--- config.mk ---
export PLATFORM = sky130hd
export DESIGN_NAME = stwWrapperCtl
export DESIGN_NICKNAME = d
export VERILOG_FILES = /design/src/rtl/stwPkg.sv /design/src/rtl/stwDatapath.sv /design/src/rtl/stwControl.sv /design/src/rtl/stwWrapperCtl.sv
export SDC_FILE = /design/constraint.sdc
export NUM_CORES = 1
export LEC_CHECK = 0
export BUFFER_PORTS_ARGS = -buffer_cell sky130_fd_sc_hd__buf_2
export CAP_MARGIN = 10
export CORE_MARGIN = 1
export CORE_UTILIZATION = 50
export DETAILED_ROUTE_END_ITERATION = 10
export PLACE_DENSITY_LB_ADDON = 0.08
export REMOVE_ABC_BUFFERS = 1
export SYNTH_ARGS = -nofsm -noshare
export SYNTH_HDL_FRONTEND = slang
export SYNTH_SLANG_ARGS = --single-unit
--- constraint.sdc ---
create_clock -name clk -period 2.45 [get_ports clk]
set_clock_uncertainty 0.05 [all_clocks]
set_input_delay 0.49 -clock clk [delete_from_list [all_inputs] [get_ports clk]]
set_output_delay 0.49 -clock clk [all_outputs]
set_load 0.01 [all_outputs]
--- src/rtl/stwPkg.sv ---
package stwPkg;
  typedef enum logic [2:0] {
    ST_IDLE,
    ST_SHIFT,
    ST_HALT_IN,
    ST_HALT_OUT,
    ST_FLUSH,
    ST_CAPTURE,
    ST_DRAIN,
    ST_DONE
  } ctlState_t;

  // strobes from control to datapath
  typedef struct packed {
    logic shift;    // one shift cycle of the chains
    logic flush;    // move packing register to output register
    logic phaseEnd; // discard unused input bits
  } dpStrobe_t;
endpackage

--- src/rtl/stwDatapath.sv ---
module stwDatapath
  import stwPkg::*;
#(
  parameter int FLIT_W     = 32,
  parameter int NUM_CHAINS = 4
) (
  input  logic                  clk,
  input  logic                  rstN,
  input  dpStrobe_t             strb,
  input  logic [FLIT_W-1:0]     inFlit,
  input  logic                  outReady,
  input  logic [NUM_CHAINS-1:0] scanOut,
  output logic [NUM_CHAINS-1:0] scanIn,
  output logic                  inHave,
  output logic                  accFull,
  output logic                  accEmpty,
  output logic                  canFlush,
  output logic [FLIT_W-1:0]     outFlit,
  output logic                  outValid
);
  localparam int GROUPS = FLIT_W / NUM_CHAINS;
  localparam int CW     = $clog2(GROUPS + 1);

  logic [FLIT_W-1:0] inBuf;
  logic [CW-1:0]     inCnt;
  logic [FLIT_W-1:0] acc;
  logic [CW-1:0]     accCnt;
  logic [FLIT_W-1:0] curWord;

  assign inHave   = (inCnt != '0);
  assign curWord  = inHave ? inBuf : inFlit;
  assign scanIn   = curWord[NUM_CHAINS-1:0];
  assign accFull  = (accCnt == CW'(GROUPS));
  assign accEmpty = (accCnt == '0);
  assign canFlush = !outValid || outReady;

  // input unpacking: a fresh flit is shifted from directly, the rest buffered
  always_ff @(posedge clk or negedge rstN) begin
    if (!rstN) begin
      inBuf <= '0;
      inCnt <= '0;
    end else if (strb.phaseEnd) begin
      inCnt <= '0;
    end else if (strb.shift) begin
      inBuf <= curWord >> NUM_CHAINS;
      inCnt <= inHave ? inCnt - 1'b1 : CW'(GROUPS - 1);
    end
  end

  // response packing
  always_ff @(posedge clk or negedge rstN) begin
    if (!rstN) begin
      acc    <= '0;
      accCnt <= '0;
    end else if (strb.flush && strb.shift) begin
      acc    <= FLIT_W'(scanOut);
      accCnt <= CW'(1);
    end else if (strb.flush) begin
      acc    <= '0;
      accCnt <= '0;
    end else if (strb.shift) begin
      acc    <= acc | (FLIT_W'(scanOut) << (accCnt * NUM_CHAINS));
      accCnt <= accCnt + 1'b1;
    end
  end

  // output register with valid/ready
  always_ff @(posedge clk or negedge rstN) begin
    if (!rstN) begin
      outFlit  <= '0;
      outValid <= 1'b0;
    end else if (strb.flush) begin
      outFlit  <= acc;
      outValid <= 1'b1;
    end else if (outReady) begin
      outValid <= 1'b0;
    end
  end
endmodule

--- src/rtl/stwControl.sv ---
module stwControl
  import stwPkg::*;
#(
  parameter int LEN_W = 16,
  parameter int PAT_W = 16
) (
  input  logic             clk,
  input  logic             rstN,
  input  logic             start,
  input  logic [LEN_W-1:0] shiftLen,
  input  logic [PAT_W-1:0] patCount,
  input  logic             inValid,
  input  logic             outReady,
  input  logic             inHave,
  input  logic             accFull,
  input  logic             accEmpty,
  input  logic             canFlush,
  input  logic             outValid,
  output dpStrobe_t        strb,
  output ctlState_t        state,
  output logic             inReady,
  output logic             scanEn,
  output logic             scanClkEn,
  output logic             captureEn,
  output logic             done
);
  ctlState_t        nextState;
  logic [LEN_W-1:0] shiftLeft;
  logic [PAT_W-1:0] patLeft;
  logic             inAvail;
  logic             outRoom;
  logic             shiftNow;

  assign inAvail  = inHave || inValid;
  assign outRoom  = !accFull || canFlush;
  assign shiftNow = (state == ST_SHIFT) && (shiftLeft != '0) && inAvail && outRoom;

  assign strb.shift    = shiftNow;
  assign strb.flush    = (shiftNow && accFull) ||
                         ((state == ST_FLUSH) && !accEmpty && canFlush);
  assign strb.phaseEnd = (state == ST_SHIFT) && (shiftLeft == '0);

  assign inReady   = shiftNow && !inHave;
  assign scanClkEn = shiftNow;
  assign scanEn    = (state == ST_SHIFT) || (state == ST_HALT_IN) || (state == ST_HALT_OUT);
  assign captureEn = (state == ST_CAPTURE);
  assign done      = (state == ST_DONE);

  always_comb begin
    nextState = state;
    unique case (state)
      ST_IDLE:     if (start) nextState = ST_SHIFT;
      ST_SHIFT: begin
        if (shiftLeft == '0)  nextState = ST_FLUSH;
        else if (!outRoom)    nextState = ST_HALT_OUT; // output stall wins
        else if (!inAvail)    nextState = ST_HALT_IN;
      end
      ST_HALT_IN:  if (inValid)  nextState = ST_SHIFT;
      ST_HALT_OUT: if (outReady) nextState = ST_SHIFT;
      ST_FLUSH: begin
        if (accEmpty || canFlush)
          nextState = (patLeft != '0) ? ST_CAPTURE : ST_DRAIN;
      end
      ST_CAPTURE:  nextState = ST_SHIFT;
      ST_DRAIN:    if (!outValid) nextState = ST_DONE;
      ST_DONE:     nextState = ST_IDLE;
      default:     nextState = ST_IDLE;
    endcase
  end

  always_ff @(posedge clk or negedge rstN) begin
    if (!rstN) begin
      state     <= ST_IDLE;
      shiftLeft <= '0;
      patLeft   <= '0;
    end else begin
      state <= nextState;
      if (state == ST_IDLE && start) begin
        shiftLeft <= shiftLen;
        patLeft   <= patCount;
      end else if (state == ST_CAPTURE) begin
        shiftLeft <= shiftLen;
        patLeft   <= patLeft - 1'b1;
      end else if (shiftNow) begin
        shiftLeft <= shiftLeft - 1'b1;
      end
    end
  end
endmodule

--- src/rtl/stwWrapperCtl.sv ---
module stwWrapperCtl
  import stwPkg::*;
#(
  parameter int FLIT_W     = 32,
  parameter int NUM_CHAINS = 4,
  parameter int LEN_W      = 16,
  parameter int PAT_W      = 16
) (
  input  logic                  clk,
  input  logic                  rstN,
  input  logic                  start,
  input  logic [LEN_W-1:0]      shiftLen,
  input  logic [PAT_W-1:0]      patCount,
  input  logic [FLIT_W-1:0]     inFlit,
  input  logic                  inValid,
  output logic                  inReady,
  output logic [FLIT_W-1:0]     outFlit,
  output logic                  outValid,
  input  logic                  outReady,
  output logic                  scanEn,
  output logic                  scanClkEn,
  output logic                  captureEn,
  output logic [NUM_CHAINS-1:0] scanIn,
  input  logic [NUM_CHAINS-1:0] scanOut,
  output logic                  done
);
  dpStrobe_t strb;
  ctlState_t ctlState;
  logic      inHave;
  logic      accFull;
  logic      accEmpty;
  logic      canFlush;

  stwControl #(.LEN_W(LEN_W), .PAT_W(PAT_W)) u_ctl (
    .clk(clk), .rstN(rstN), .start(start), .shiftLen(shiftLen), .patCount(patCount),
    .inValid(inValid), .outReady(outReady), .inHave(inHave), .accFull(accFull),
    .accEmpty(accEmpty), .canFlush(canFlush), .outValid(outValid),
    .strb(strb), .state(ctlState), .inReady(inReady), .scanEn(scanEn),
    .scanClkEn(scanClkEn), .captureEn(captureEn), .done(done)
  );

  stwDatapath #(.FLIT_W(FLIT_W), .NUM_CHAINS(NUM_CHAINS)) u_dp (
    .clk(clk), .rstN(rstN), .strb(strb), .inFlit(inFlit), .outReady(outReady),
    .scanOut(scanOut), .scanIn(scanIn), .inHave(inHave), .accFull(accFull),
    .accEmpty(accEmpty), .canFlush(canFlush), .outFlit(outFlit), .outValid(outValid)
  );
endmodule

; Yosys cells after proc, flatten, opt, wreduce, memory -nomap -nowiden
; Cells that the tools add are included.
[totals]
inputBits = 73
register_bits = 136
word_cells = 91
out_inout_bits = 42
[op_classes]
mux = 27
eq_ne = 14
n_addsub = 4
n_shift = 1
n_reduce_logical = 34
n_bitwise = 2
[op_table]
columns = operator, n
row1 = $mux 32, 4
row2 = $mux 16, 5
row3 = $or 32x32->32, 1
row4 = $reduce_bool 16->1, 2
row5 = $shl 4x6->32, 1
row6 = $sub 16x1->16 const B, 2
row7 = $mux 3, 8
row8 = $mux 4, 6
row9 = $pmux 3 s8, 1
row10 = $logic_not 16->1, 1
row11 = $eq 3x3->1 const B, 4
row12 = $logic_and 1x1->1, 10
row13 = $ne 2x2->1 const B, 5
row14 = $logic_or 1x1->1, 7
row15 = $eq 3x2->1 const B, 2
row16 = $reduce_and 6->1, 1
row17 = $reduce_bool 2->1, 3
row18 = $reduce_bool 3->1, 2
row19 = $add 4x1->4 const B, 1
row20 = $eq 4x4->1 const B, 1
row21 = $logic_not 1->1, 4
row22 = $logic_not 4->1, 1
row23 = $ne 4x4->1 const B, 1
row24 = $reduce_bool 4->1, 1
row25 = 7 further kinds, 8

; Logic depth before layout (Yosys ltp)
[logic_depth]
ltp_word = 8
depth_mapped = 11

; Modules after synthesis
; Synthesis repeated with hierarchy kept, for this count alone.
[hier_totals]
cells_unflattened = 647
hier_area_um2 = 6411.1
[by_module_without_submodules]
columns = mod, area_each_um2, cells_each, n_inst
row1 = stwDatapath, 4259.1, 399, 1
row2 = stwControl, 2152.1, 248, 1

; Worst setup path before layout
; OpenSTA, ideal clock, no wires.
[synth_path]
kind = register -> output
start = register u_dp.inCnt[0]
end = output scanClkEn
arrival_ns = 1.961
required_ns = 1.910
stages_incl_launch_ff = 10
path_slack_ns = -0.051
path_cell_list = dfrtp_1 inv_1 ha_1 or3b_1 clkbuf_1 o221a_2 nand2_2 inv_2 buf_2 buf_1
[synth_between]
elab_chain_cells = 4
[synth_rtl]
columns = element, line_no
row1 = from (decl), stwDatapath.sv:25  ; logic [CW-1:0] inCnt;
row2 = from (signal assigned), stwDatapath.sv:46  ; inCnt <= inHave ? inCnt - 1'b1 : CW'(GROUPS - 1);
row3 = $reduce_bool 4->1, stwDatapath.sv:30  ; assign inHave = (inCnt != '0);
row4 = $logic_or 1x1->1, stwControl.sv:34  ; assign inAvail = inHave || inValid;
row5 = $logic_and 1x1->1 (2 in a row), stwControl.sv:36  ; assign shiftNow = (state == ST_SHIFT) && (shiftLeft != '0) && inAvail && outRoom;
row6 = to (decl), stwWrapperCtl.sv:21  ; output logic scanClkEn,
; Every way passes these cells.

; Worst setup path after layout
[layout_path]
start = register u_dp.inCnt[1]
end = output inReady
[layout_between]
elab_chain_cells = 5
word_cells_on_any_way = 6
[layout_rtl]
columns = element, line_no
row1 = $reduce_bool 4->1 (*), stwDatapath.sv:30
row2 = $logic_or 1x1->1, stwControl.sv:34
row3 = $logic_and 1x1->1 (2 in a row), stwControl.sv:36
row4 = $logic_and 1x1->1 (*), stwControl.sv:43  ; assign inReady = shiftNow && !inHave;
row5 = to (decl), stwWrapperCtl.sv:16  ; output logic inReady,
; Every way passes the cells marked *; elsewhere a longest branch is shown, timed or not.

==> results.json <==
{
  "route.detailed.drc": 0,
  "setup_viol": 6,
  "end_kind": "output port",
  "grt_pass1_wl_um": 24150,
  "violations": "setup timing",
  "synthTopCellsByArea": "dfrtp_1 (54%), nand2_1 (6.1%), mux2_2 (5.7%), a31oi_1 (5.6%), nor2_1 (4.9%)",
  "outcome": "finished, violations left",
  "cts-root-buf": "clkbuf_16",
  "syn-instance-count": 646,
  "max_cap_viol_count": 0,
  "synthMuxAreaShare": 0.05987,
  "start_util": 0.5203,
  "antenna_cells": 0,
  "async_flop_share": 1.000,
  "postRouteAntennaNets": 0,
  "port-buffer-count": 114,
  "cts_tree": "done",
  "synth_xor_area_frac": 0.02343,
  "synth-main-ff-cell": "dfrtp_1",
  "placed_cells": 914,
  "grt_max_degree": 51,
  "hold_viol_final": 0,
  "track_usage": 0.2370,
  "num_rows": 40,
  "worstPathRequired_ns": 1.91,
  "crit_chain": "inv_2 > ha_4 > or3b_4 > o221a_4 > nand2_8 > nor2_4 > buf_6",
  "placed_area_um2": 7221,
  "crit_type": "flip-flop to output port",
  "yosysTopAreaCellShare": 0.5356,
  "setup_ws_ns": -0.05793,
  "regArea_um2": 3403,
  "core_area_um2": 12210,
  "wire_per_inst_um": 14.99,
  "yosysWarnings": 0,
  "wl_um": 14370,
  "power_leakage_nw": 3.824,
  "peakVddDrop_mv": 0.5956,
  "dpl.hpwl_um": 9733,
  "synthToLayoutAreaGrowth_pct": 27.55,
  "fin_crit_ns": 2.508,
  "final_util": 0.6636,
  "viasPerCell": 5.478,
  "ys_types": 56,
  "cp_slowest_cell": "or3b_4",
  "multi_input_area_um2": 2790,
  "worstMarginPinSlew_ns": 0.5235,
  "fmax_ghz": 0.3987,
  "die_height_um": 114.7,
  "seq_area_frac_synth": 0.5356,
  "htreeDepth": 4,
  "cts_buffer_depth": 2,
  "num-fill-cells": 1020,
  "pre_cts_slack_ns": 0.03541,
  "grt_pass1_vias": 5055,
  "arrival_ns": 1.97,
  "max_slew_margin": 0.6483,
  "finish.net_count": 857,
  "synth_compound_area_frac": 0.1304,
  "hold_class": "input port to flip-flop",
  "num_io_pins": 115,
  "cts_buffers": 17,
  "synth_edf_count": 0,
  "drv_slew": 0,
  "power_density_nw_per_um2": 1303,
  "syn_area_um2": 6354,
  "first_pass_iters": 4,
  "drive_above_1_share": 0.3085,
  "cp_max_fo": 4,
  "yosys.area_share.simple": 0.1995,
  "grt_antenna_before_repair": 0,
  "path_clk_slew_ns": 0.06,
  "stdcell_count": 959,
  "gp_congestion": 0.8565,
  "die-area_um2": 13160,
  "cts.sinks": 136,
  "rsz0062_at_grt": "yes",
  "post-route-period-util": 1.024,
  "critPathMaxStageDelay_ns": 0.39,
  "overflow": 0,
  "startpoint_type": "flip-flop",
  "design_area_um2": 8104,
  "ys_ff_latch": 136,
  "synth_top_family_by_area": "simple AND/OR/NAND/NOR gates",
  "worstSkewPairLatency_ns": 0.42,
  "vias": 5253,
  "die_x_um": 114.7,
  "synth.avg_cell_area_um2": 9.835,
  "first_iter_violations": 373,
  "synthAdderAreaFrac": 0.01182,
  "yosysTopAreaCell": "dfrtp_1"
}
[routing by layer]
metal	vias to the layer above	global-route usage	wire length, µm
met1	2542	0.3119	6665
met5	-	0	0
met2	122	0.3822	6889
met3	21	0.06247	630
li1	2568	-	-
met4	0	0.08052	187
[flip-flops by register name, indices dropped and copies added, names as in the netlist]
| register | flops |
|---|---|
| u_dp.outFlit | 32 |
| u_dp.inCnt | 4 |
| u_dp.accCnt | 4 |
| u_ctl.patLeft | 16 |
| u_dp.outValid | 1 |
| u_ctl.shiftLeft | 16 |
| u_dp.acc | 32 |
| u_dp.inBuf | 28 |
| u_ctl.state | 3 |
[where the power goes]
group / internal (W) / switching [W]
clock: 0.00199 / 0.000943
combinational: 0.00169 / 0.00196
sequential: 0.00325 / 0.000727
[final timing paths]
kind / start / to / slack [ns] / cells after the start
worst min register to register: u_dp.inBuf[24]$_DFFE_PN0P_ / u_dp.inBuf[24]$_DFFE_PN0P_ / 0.42 / 2
max in group asynchronous: rstN / u_dp.outFlit[0]$_DFFE_PN0P_ / 1.21 / 3
worst max-delay path: u_dp.inCnt[1]$_DFFE_PN0P_ / inReady / -0.06 / 7
worst max register to register: u_dp.inCnt[1]$_DFFE_PN0P_ / u_dp.outFlit[29]$_DFFE_PN0P_ / 0.07 / 8
worst min-delay path: shiftLen[9] / u_ctl.shiftLeft[9]$_DFFE_PN0P_ / 0.22 / 3
min in group asynchronous: rstN / u_dp.inBuf[21]$_DFFE_PN0P_ / 0.53 / 2
[logic make-up (layout without fill, tap and decap cells)]
kind of cell	count (synthesis)	count (layout)
compound gates	124	124
xor+xnor	17	17
fa+ha+maj	6	6
buf+inv	56	201
flops	136	136
mux	34	34
simple gates	273	273
[through the flow]
stage / power (W) / TNS (ns) / hold WS, ns
6_report: 0.01056 / -0.2386 / 0.2158
5_1_grt: 0.01131 / -0.7824 / 0.2171
4_1_cts: 0.01051 / -0.4188 / 0.1992
3_5_place_dp: 0.007371 / 0 / 0.3974
3_3_place_gp: 0.007187 / 0 / 0.3968
2_1_floorplan: 0.006066 / -62.89 / 0.1444
[what timing repair did]
action	4_1_cts	5_1_grt
buffers inserted	6	6
hold buffers	1	0
hold endpoints to repair	42	0
resized for setup	15	4
pin swaps	1	3
setup endpoints to repair	12	77
[synthesized netlist by cell type (3+ instances only)]
| cell type | n |
|---|---|
| xnor2_1 | 10 |
| dfrtp_1 | 136 |
| o31ai_1 | 3 |
| o21ai_0 | 19 |
| or3_1 | 7 |
| mux2_2 | 32 |
| nor3_1 | 8 |
| buf_4 | 8 |
| o311ai_0 | 7 |
| o211ai_1 | 7 |
| a31oi_1 | 57 |
| buf_2 | 7 |
| nand2b_1 | 3 |
| nor4_1 | 10 |
| nand3_1 | 23 |
| xor2_1 | 7 |
| or4_1 | 8 |
| a22o_1 | 4 |
| nand2_1 | 104 |
| clkbuf_1 | 24 |
| a21oi_1 | 10 |
| ha_1 | 6 |
| a221o_1 | 3 |
| nor4b_1 | 3 |
| nor2_1 | 83 |
| inv_1 | 9 |
| nand3b_1 | 5 |
| nand4_1 | 4 |
| buf_1 | 6 |
[worst max-delay path: cells and delay by family (launching register included)]
family	cells	cell delay [ns]
simple gates	3	0.53
flops	1	0.38
compound gates	1	0.30
buf+inv	2	0.22
fa+ha+maj	1	0.13
[area by class of cell]
| type | instances | share of cell area |
|---|---|---|
| well taps | 168 | 0.02594 |
| inverters | 10 | 0.005558 |
| repair buffers | 159 | 0.1193 |
| flip-flops and latches | 136 | 0.4199 |
| clock buffers | 21 | 0.05805 |
| clock inverters | 11 | 0.02686 |
| multi-input cells | 454 | 0.3443 |
[layout by cell type, fill, tap and decap left out, types with 8 or more instances in the layout]
cell / Yosys / layout
dfrtp_1: 136 / 136
clkbuf_16: 0 / 17
mux2_2: 32 / 32
nor4_1: 10 / 9
a31oi_1: 57 / 57
buf_2: 7 / 111
o21ai_0: 19 / 19
nor2_1: 83 / 82
nand2_1: 104 / 104
or4_1: 8 / 8
xnor2_1: 10 / 10
a21oi_1: 10 / 9
nor3_1: 8 / 8
nand3_1: 23 / 23
buf_4: 8 / 41
Note: power is estimated with default switching activity, not from simulation.
